<file path="src/rtl/sysreg_pkg.sv">
package sysreg_pkg;

    localparam int SR_IDX_W  = 5;
    localparam int SR_DATA_W = 32;
    localparam int SR_QDEPTH = 4;
    localparam int SR_CYC_SLOT = 10;
    localparam int SR_INS_SLOT = 11;

    typedef enum logic {
        KIND_GPR = 1'b0,
        KIND_SYS = 1'b1
    } reg_kind_e;

    typedef struct packed {
        logic                 valid;
        reg_kind_e            kind;
        logic [SR_IDX_W-1:0]  idx;
    } reg_ref_t;

    function automatic logic targets_bank(reg_ref_t r);
        return r.valid && (r.kind == KIND_SYS);
    endfunction

endpackage

</file>
<file path="src/rtl/sysreg_counters.sv">
module sysreg_counters #(
    parameter int DATA_W = 32
) (
    input  logic              clk,
    input  logic              rst,
    input  logic              run,
    input  logic              retire,
    output logic [DATA_W-1:0] cyc_cnt,
    output logic [DATA_W-1:0] ins_cnt
);
    always_ff @(posedge clk) begin
        if (rst) begin
            cyc_cnt <= '0;
            ins_cnt <= '0;
        end else if (run) begin
            cyc_cnt <= cyc_cnt + 1'b1;
            if (retire) begin
                ins_cnt <= ins_cnt + 1'b1;
            end
        end
    end
endmodule

</file>
<file path="src/rtl/sysreg_file.sv">
module sysreg_file #(
    parameter int IDX_W    = 5,
    parameter int DATA_W   = 32,
    parameter int CYC_SLOT = 10,
    parameter int INS_SLOT = 11
) (
    input  logic              clk,
    input  logic              rst,
    input  logic              we,
    input  logic [IDX_W-1:0]  widx,
    input  logic [DATA_W-1:0] wdata,
    input  logic [IDX_W-1:0]  ridx,
    input  logic [DATA_W-1:0] cyc_cnt,
    input  logic [DATA_W-1:0] ins_cnt,
    output logic [DATA_W-1:0] rdata
);
    localparam int NREGS = 1 << IDX_W;

    logic [DATA_W-1:0] bank [NREGS];

    for (genvar i = 0; i < NREGS; i++) begin : g_slot
        always_ff @(posedge clk) begin
            if (rst) begin
                bank[i] <= '0;
            end else if (we && (widx == IDX_W'(i))) begin
                bank[i] <= wdata;
            end
        end
    end

    always_comb begin
        if (ridx == IDX_W'(CYC_SLOT)) begin
            rdata = cyc_cnt;
        end else if (ridx == IDX_W'(INS_SLOT)) begin
            rdata = ins_cnt;
        end else begin
            rdata = bank[ridx];
        end
    end
endmodule

</file>
<file path="src/rtl/sysreg_hostq.sv">
module sysreg_hostq #(
    parameter int W     = 37,
    parameter int DEPTH = 4
) (
    input  logic         clk,
    input  logic         rst,
    input  logic         push,
    input  logic [W-1:0] push_item,
    input  logic         pop,
    output logic [W-1:0] head,
    output logic         not_empty,
    output logic         full
);
    localparam int AW = (DEPTH > 1) ? $clog2(DEPTH) : 1;
    localparam int CW = $clog2(DEPTH + 1);

    logic [W-1:0]  slots [DEPTH];
    logic [AW-1:0] wr_ptr, rd_ptr;
    logic [CW-1:0] count;
    logic          do_push, do_pop;

    assign full      = (count == CW'(DEPTH));
    assign not_empty = (count != '0);
    assign do_push   = push && !full;
    assign do_pop    = pop && not_empty;
    assign head      = slots[rd_ptr];

    function automatic logic [AW-1:0] bump(logic [AW-1:0] p);
        return (p == AW'(DEPTH - 1)) ? '0 : p + 1'b1;
    endfunction

    always_ff @(posedge clk) begin
        if (rst) begin
            wr_ptr <= '0;
            rd_ptr <= '0;
            count  <= '0;
        end else begin
            if (do_push) begin
                wr_ptr <= bump(wr_ptr);
            end
            if (do_pop) begin
                rd_ptr <= bump(rd_ptr);
            end
            case ({do_push, do_pop})
                2'b10:   count <= count + 1'b1;
                2'b01:   count <= count - 1'b1;
                default: count <= count;
            endcase
        end
    end

    for (genvar i = 0; i < DEPTH; i++) begin : g_store
        always_ff @(posedge clk) begin
            if (rst) begin
                slots[i] <= '0;
            end else if (do_push && (wr_ptr == AW'(i))) begin
                slots[i] <= push_item;
            end
        end
    end
endmodule

</file>
<file path="src/rtl/sysreg_bank.sv">
module sysreg_bank
    import sysreg_pkg::*;
#(
    parameter int IDX_W    = SR_IDX_W,
    parameter int DATA_W   = SR_DATA_W,
    parameter int QDEPTH   = SR_QDEPTH,
    parameter int CYC_SLOT = SR_CYC_SLOT,
    parameter int INS_SLOT = SR_INS_SLOT
) (
    input  logic              clk,
    input  logic              rst,
    input  logic              host_start_valid,
    input  logic [DATA_W-1:0] host_start_pc,
    output logic [DATA_W-1:0] start_pc_out,
    output logic              running,
    input  logic [IDX_W-1:0]  rd_idx,
    output logic [DATA_W-1:0] rd_data,
    input  logic              done_valid,
    output logic              done_ready,
    input  logic              done_dst_valid,
    input  logic              done_dst_kind,
    input  logic [IDX_W-1:0]  done_dst_idx,
    input  logic [DATA_W-1:0] done_data,
    output logic              host_out_valid,
    input  logic              host_out_ready,
    output logic [IDX_W-1:0]  host_out_idx,
    output logic [DATA_W-1:0] host_out_data
);
    localparam int ITEM_W = IDX_W + DATA_W;

    logic              q_full;
    logic              accept;
    logic              bank_we;
    logic [DATA_W-1:0] cyc_cnt;
    logic [DATA_W-1:0] ins_cnt;
    logic [ITEM_W-1:0] q_head;
    reg_ref_t          dst_ref;

    always_ff @(posedge clk) begin
        if (rst) begin
            running      <= 1'b0;
            start_pc_out <= '0;
        end else if (host_start_valid) begin
            running      <= 1'b1;
            start_pc_out <= host_start_pc;
        end
    end

    always_comb begin
        dst_ref.valid = done_dst_valid;
        dst_ref.kind  = reg_kind_e'(done_dst_kind);
        dst_ref.idx   = SR_IDX_W'(done_dst_idx);
    end

    assign done_ready = !q_full;
    assign accept     = done_valid && done_ready && running;
    assign bank_we    = accept && targets_bank(dst_ref);

    sysreg_counters #(.DATA_W(DATA_W)) u_cnt (
        .clk     (clk),
        .rst     (rst),
        .run     (running),
        .retire  (accept),
        .cyc_cnt (cyc_cnt),
        .ins_cnt (ins_cnt)
    );

    sysreg_file #(
        .IDX_W    (IDX_W),
        .DATA_W   (DATA_W),
        .CYC_SLOT (CYC_SLOT),
        .INS_SLOT (INS_SLOT)
    ) u_file (
        .clk     (clk),
        .rst     (rst),
        .we      (bank_we),
        .widx    (done_dst_idx),
        .wdata   (done_data),
        .ridx    (rd_idx),
        .cyc_cnt (cyc_cnt),
        .ins_cnt (ins_cnt),
        .rdata   (rd_data)
    );

    sysreg_hostq #(.W(ITEM_W), .DEPTH(QDEPTH)) u_q (
        .clk       (clk),
        .rst       (rst),
        .push      (bank_we),
        .push_item ({done_dst_idx, done_data}),
        .pop       (host_out_ready),
        .head      (q_head),
        .not_empty (host_out_valid),
        .full      (q_full)
    );

    assign host_out_idx  = q_head[ITEM_W-1 -: IDX_W];
    assign host_out_data = q_head[DATA_W-1:0];
endmodule

</file>
<file path="config.mk">
export PLATFORM = sky130hd
export DESIGN_NAME = sysreg_bank
export DESIGN_NICKNAME = d
export VERILOG_FILES = /design/src/rtl/sysreg_pkg.sv /design/src/rtl/sysreg_counters.sv /design/src/rtl/sysreg_file.sv /design/src/rtl/sysreg_hostq.sv /design/src/rtl/sysreg_bank.sv
export SDC_FILE = /design/constraint.sdc
export NUM_CORES = 2
export LEC_CHECK = 0
export ABC_AREA = 1
export CAP_MARGIN = 20
export CORE_UTILIZATION = 55
export CTS_BUF_LIST = sky130_fd_sc_hd__clkbuf_16
export DETAILED_ROUTE_END_ITERATION = 8
export HOLD_SLACK_MARGIN = 0.12
export PLACE_DENSITY = 0.74
export SLEW_MARGIN = 20
export SYNTH_ARGS = -nofsm -noshare
export SYNTH_HDL_FRONTEND = slang
export SYNTH_SLANG_ARGS = --single-unit
</file>
<file path="constraint.sdc">
create_clock -name clk -period 4.7 [get_ports clk]
set_input_delay 0.47 -clock clk [delete_from_list [all_inputs] [get_ports clk]]
set_output_delay 0.47 -clock clk [all_outputs]
set_load 0.03 [all_outputs]
</file>
* After elaboration in Yosys (flattened, before gate mapping) *
Memories as Yosys holds them, arrays and structs flattened. A register that Yosys moved wholly into a read port is not among the register bits.
Cells that the tools add are included.

storage, ports and cells
  memories kept = 2
  register bits = 104
  input port bits = 81
  output and inout port bits = 104
  bits in writable memories = 1172
  logic and storage cells = 292

memory list
  name         words  bits a word  read ports  clocked after memory_dff  write ports  RTL line            source
  u_file.bank  32     32           1           0                         32           sysreg_file.sv:19   logic [DATA_W-1:0] bank [NREGS];
  u_q.slots    4      37           1           1                         4            sysreg_hostq.sv:17  logic [W-1:0] slots [DEPTH];

operators by class
  bitwise logic cells = 36
  reductions and logical operators = 48
  mux-type cells = 153
  $add $sub $neg = 6
  eq/ne operators = 40

operators with widths
  kind                   number
  $mux 32                34
  $mux 37                4
  $mux 1                 110
  $eq 5x5->1 const B     16
  $add 32x1->32 const B  2
  $eq 5x4->1 const B     10
  $logic_and 1x1->1      42
  $or 1x1->1             36
  $eq 5x3->1 const B     4
  $eq 5x2->1 const B     2
  $eq 2x2->1 const B     4
  $mux 2                 4
  $pmux 3 s2             1
  $eq 5x1->1 const B     1
  $logic_not 5->1        1
  $add 2x1->2 const B    2
  $eq 2x1->1 const B     2
  $add 3x1->3 const B    1
  $eq 3x3->1 const B     1
  $reduce_bool 3->1      1
  $sub 3x1->3 const B    1
  $logic_not 2->1        1
  $reduce_and 2->1       1
  $reduce_bool 2->1      1
  $logic_not 1->1        1

* Depth between registers and ports, before layout *
  depth after elaboration = 11
  mapped depth = 16
  depth with buffers taken out = 13

* Hierarchy *
Synthesis repeated with hierarchy kept, for this count alone.

unflattened totals
  cells, all modules = 6912
  area total of the unflattened synthesis = 60793.3 um2

by module, submodules not included
  module           times used  sequential area each (um2)  area an instance (um2)  cells each
  sysreg_file      1           30749.5                     49177.2                 5550
  sysreg_hostq     1           4624.4                      6830.3                  630
  sysreg_counters  1           1281.2                      3420.8                  521
  sysreg_bank      1           660.6                       1365.1                  211

* Least setup slack after synthesis *
Ideal clock, no wire load.

  path type = register to register
  from = register running
  to = memory u_file.bank[0][0] (enable)
  setup slack = 385 ps
  data arrival time = 3849 ps
  period minus slack after synthesis = 4315 ps
  setup time = 466 ps
  path buffers = 2
  required time = 4234 ps
  cell stages (with the launch flop) = 9
  path through = dfxtp_1 -> buf_4 -> nand2_2 -> a21oi_2 -> nand3_4 -> nor2_4 -> inv_1 -> clkbuf_1 -> o21ai_0

RTL lines
  item                      RTL line           source
  start: declaration        sysreg_bank.sv:15  output logic running,
  start signal: assignment  sysreg_bank.sv:41  running <= 1'b0;
  start signal: assignment  sysreg_bank.sv:44  running <= 1'b1;
  end: declaration          sysreg_file.sv:19

* Final worst setup path *
  from = input rd_idx[3]
  to = output rd_data[25]

between the ends
  longest elaborated chain between the ends = 3
  elaborated cells on any way between the ends = 5
  classes of those cells = eq/ne: 2; mux: 2; memory: 1

RTL lines
  item                                                RTL line           source
  start: declaration                                  sysreg_bank.sv:16  input logic [IDX_W-1:0] rd_idx,
  $mem_v2 32x32 / $eq 5x4->1 (equally long branches)  --
  $mux 32                                             sysreg_file.sv:34  end else if (ridx == IDX_W'(INS_SLOT)) begin
  $mux 32 *                                           sysreg_file.sv:32  if (ridx == IDX_W'(CYC_SLOT)) begin
  end: declaration                                    sysreg_bank.sv:17  output logic [DATA_W-1:0] rd_data,

Every way passes the cells marked *; elsewhere a longest branch is shown, timed or not.

==> impl_results.md <==
* Status: complete, no violations
* Worst setup SP type: input port
* Post-route ant nets at 0
* WL/cell at 22.4 µm
* F_max at 246 MHz
* Max IR drop VDD at 383 µV
* LEAKAGE at 0.0285 µW
* Pins Over Slew Limit at 0
* Crit path capture type: primary output
* Slew @ Worst Pin at 1.18 ns
* Max-slew headroom at 21.6%
* Crit path arrival time at 3.60 ns
* # fillers at 8538
* Port buffer count at 184
* Root Buffer: clkbuf_16
* WHS at 0.302 ns
* TNS Setup at 0 ns
* Final hold viol count at 0
* CTS hold repair buffers at 0
* Critical Path RT at 4.23 ns
* EDFF count, synth at 1172
* Min-Delay Path Class: input port to flip-flop
* Internal at 19500 µW
* Core area at 108000 µm²
* RSZ-0062 raised after global routing: no
* Net Switching at 6540 µW
* Power share of the clock group at 40.1%
* Yosys reg bits at 1278
* Drt first pass iters at 6
* CP Buf/Inv Count at 6
* Final RePlAce weighted congestion at 0.912
* HPWL Detailed at 107000 µm
* Setup Buffers After CTS at 0
* Final Cell Area at 67700 µm²
* Total track usage at 33.2%
* Setup Crit Path Kind: input port to primary output
* Worst Hold Launch: host_start_pc[29]
* Vias after detailed routing at 47600
* Slowest stage cell on the critical path: inv_2
* Row count at 120
* Final net count at 6829
* Critical path origin: rd_idx[3]
* DR DRC count at 0
* Pwr Total at 26100 µW
* Htree depth at 4
* YS warnings at 0
* Initial cell density of the core at 55.7%
* Clock Path Buffers at 3
* Critical Path, Cell by Cell: clkdlybuf4s50_1, nand2_1, inv_2, buf_4, nand2_1, nand2_1, inv_1, nand2_1, nand2_1, nand3_1, nand2_1, inv_1, buf_12
* Crit path time final at 4.07 ns
* Area delta synth->final at 13.0%
* Routed WL at 185000 µm
* Sequential fraction of the synthesis area at 62.3%
* Pwr dens at 385 nW/µm²
* Crit path max-delay family: buffers and inverters
* Area occupied by multi-input gates at 18400 µm²
* Area after DPL at 63400 µm²
* Via density at 5.77
* Sequential power share at 49.4%
* Initial antenna violation count at 4
* Die W at 332 µm
* Clock Latency Late Sink at 0.76 ns
* Slowest stage delay, CP at 0.73 ns
* First DRT Iteration DRCs at 6893
* Largest fanout on the critical path at 33
* Largest net degree at the start of global routing at 180
* Post-synth cell types at 37
* Post-Synthesis Cells at 6750
* Die area at 110000 µm²
* Die height at 332 µm
* Register area at 37300 µm²
* Post-synthesis async set-or-reset flop share at 0%
* CTS clk-pin slew, worst paths at 0.06 ns
* PostCTS Resize Cnt at 0
* Syn_nets at 6840
* Share of layout cells above drive strength 1 at 7.54%
* Clock skew at 0.0241 ns
* CTS tree: yes
* Main synth FF type: edfxtp_1
* Fin util at 63.0%
* CP most frequent cell: nand2_1
* Final Cycle Share at 86.6%
* N_diodes at 0
* First-pass GRT wire length at 275000 µm
* Mapped Avg Cell Area at 8.87 µm²
* Combinational Power Share at 10.5%
* Sw Ratio at 25.1%
* TritonCTS buffer count at 134
* Number of global-route vias before repair at 45000
* I/O pin count at 185
* Final setup fails at 0
* Max-cap violations at 0
* Total grt overflow at 0
* Post-Syn Area at 59900 µm²
* Total clock sinks at 1278
* RR Startpoint: u_q.count[1]
[synth_stat cells (3+ instances only)]
library cell / number / area [µm²]
buf_2: 124 / 621
or2_0: 6 / 37.5
inv_2: 9 / 33.8
or2_2: 80 / 500
clkbuf_1: 287 / 1080
xor2_1: 4 / 35.0
nand4_1: 64 / 400
o22ai_1: 37 / 231
a31oi_1: 3 / 18.8
nor3_1: 37 / 185
nand3b_1: 32 / 240
nand3_2: 22 / 220
clkinv_1: 33 / 124
nand3_1: 438 / 2190
inv_1: 647 / 2430
buf_1: 46 / 173
o21ai_0: 226 / 1130
ha_1: 8 / 100
nor2_1: 1601 / 6010
nand2_1: 1693 / 6350
edfxtp_1: 1172 / 35200
a21oi_1: 55 / 275
dfxtp_1: 106 / 2120
[flip-flops by register name, summed over array words and instances (netlist names), named ones only]
register,flops
running,1
start_pc_out,32
u_cnt.cyc_cnt,32
u_cnt.ins_cnt,32
u_file.bank,1024
u_q.count,3
u_q.rd_ptr,2
u_q.slots,148
u_q.wr_ptr,2
[cells by family after synthesis]
family	count (synthesis)	share of synthesized area, %
xor+xnor	4	0.0585
compound gates	327	2.84
fa+ha+maj	9	0.201
flops	1278	62.3
buf+inv	1149	7.49
simple gates	3983	27.1
[worst register-to-register path: stages, from the launching register on]
cell     delay, ns
dfxtp_1       0.36
nor2_1        0.09
a21oi_2       0.20
nand3_4       0.23
nor2_4        0.15
buf_4         0.25
inv_2         0.32
o21ai_4       0.64
buf_4         0.32
[metal layers]
layer,global-route usage [%],vias to the layer above,part of all wire [%]
met4,14.3,8,4.1
li1,-,21500,-
met5,0,-,0.023
met2,50.5,3085,45
met3,7.50,380,13
met1,45.9,22600,38
[power groups by stage]
stage	Combinational (µW)	Clock, µW	Sequential [µW]
finish	2740	10500	12900
global route	2890	10900	12900
CTS	2690	10500	12900
detailed placement	2670	0	13100
global placement	2650	0	13100
floorplan	1400	0	13200
[worst paths after layout]
check	end	slack, ns	cells past startpoint
setup / recovery	rd_data[25]	0.63	13
hold / removal	start_pc_out[29]	0.30	3
setup reg to reg	u_file.bank[13][5]	1.84	8
hold reg to reg	u_cnt.ins_cnt[31]	0.48	2
[final cells by class]
class	instances	share of cell area, %
Sequential cell	1278	55.1
Multi-Input combinational cell	4323	27.2
Clock buffer	142	5.25
Timing Repair Buffer	313	4.85
Inverter	689	3.85
Tap cell	1403	2.59
Clock inverter	97	1.08
[layout by cell type, fill, tap and decap left out, types with 44 or more instances in the layout]
master           netlist  final
a21oi_1               55     55
buf_12                 0     44
buf_4                  1    117
clkbuf_16              0    142
clkdlybuf4s50_1        0    149
clkinv_1              33     50
dfxtp_1              106    105
edfxtp_1            1172   1172
inv_1                647    671
nand2_1             1693   1692
nand3_1              438    438
nand4_1               64     64
nor2_1              1601   1600
o21ai_0              226    194
or2_2                 80     80
[metrics by stage]
step	instances	setup slack, ns
after detailed placement	8005	0.797
final	8245	0.631
after global routing	8245	0.629
after CTS	8244	0.793
after global placement	8005	0.815
after floorplan	6750	0.385
Note: power is estimated with default switching activity, not from simulation.
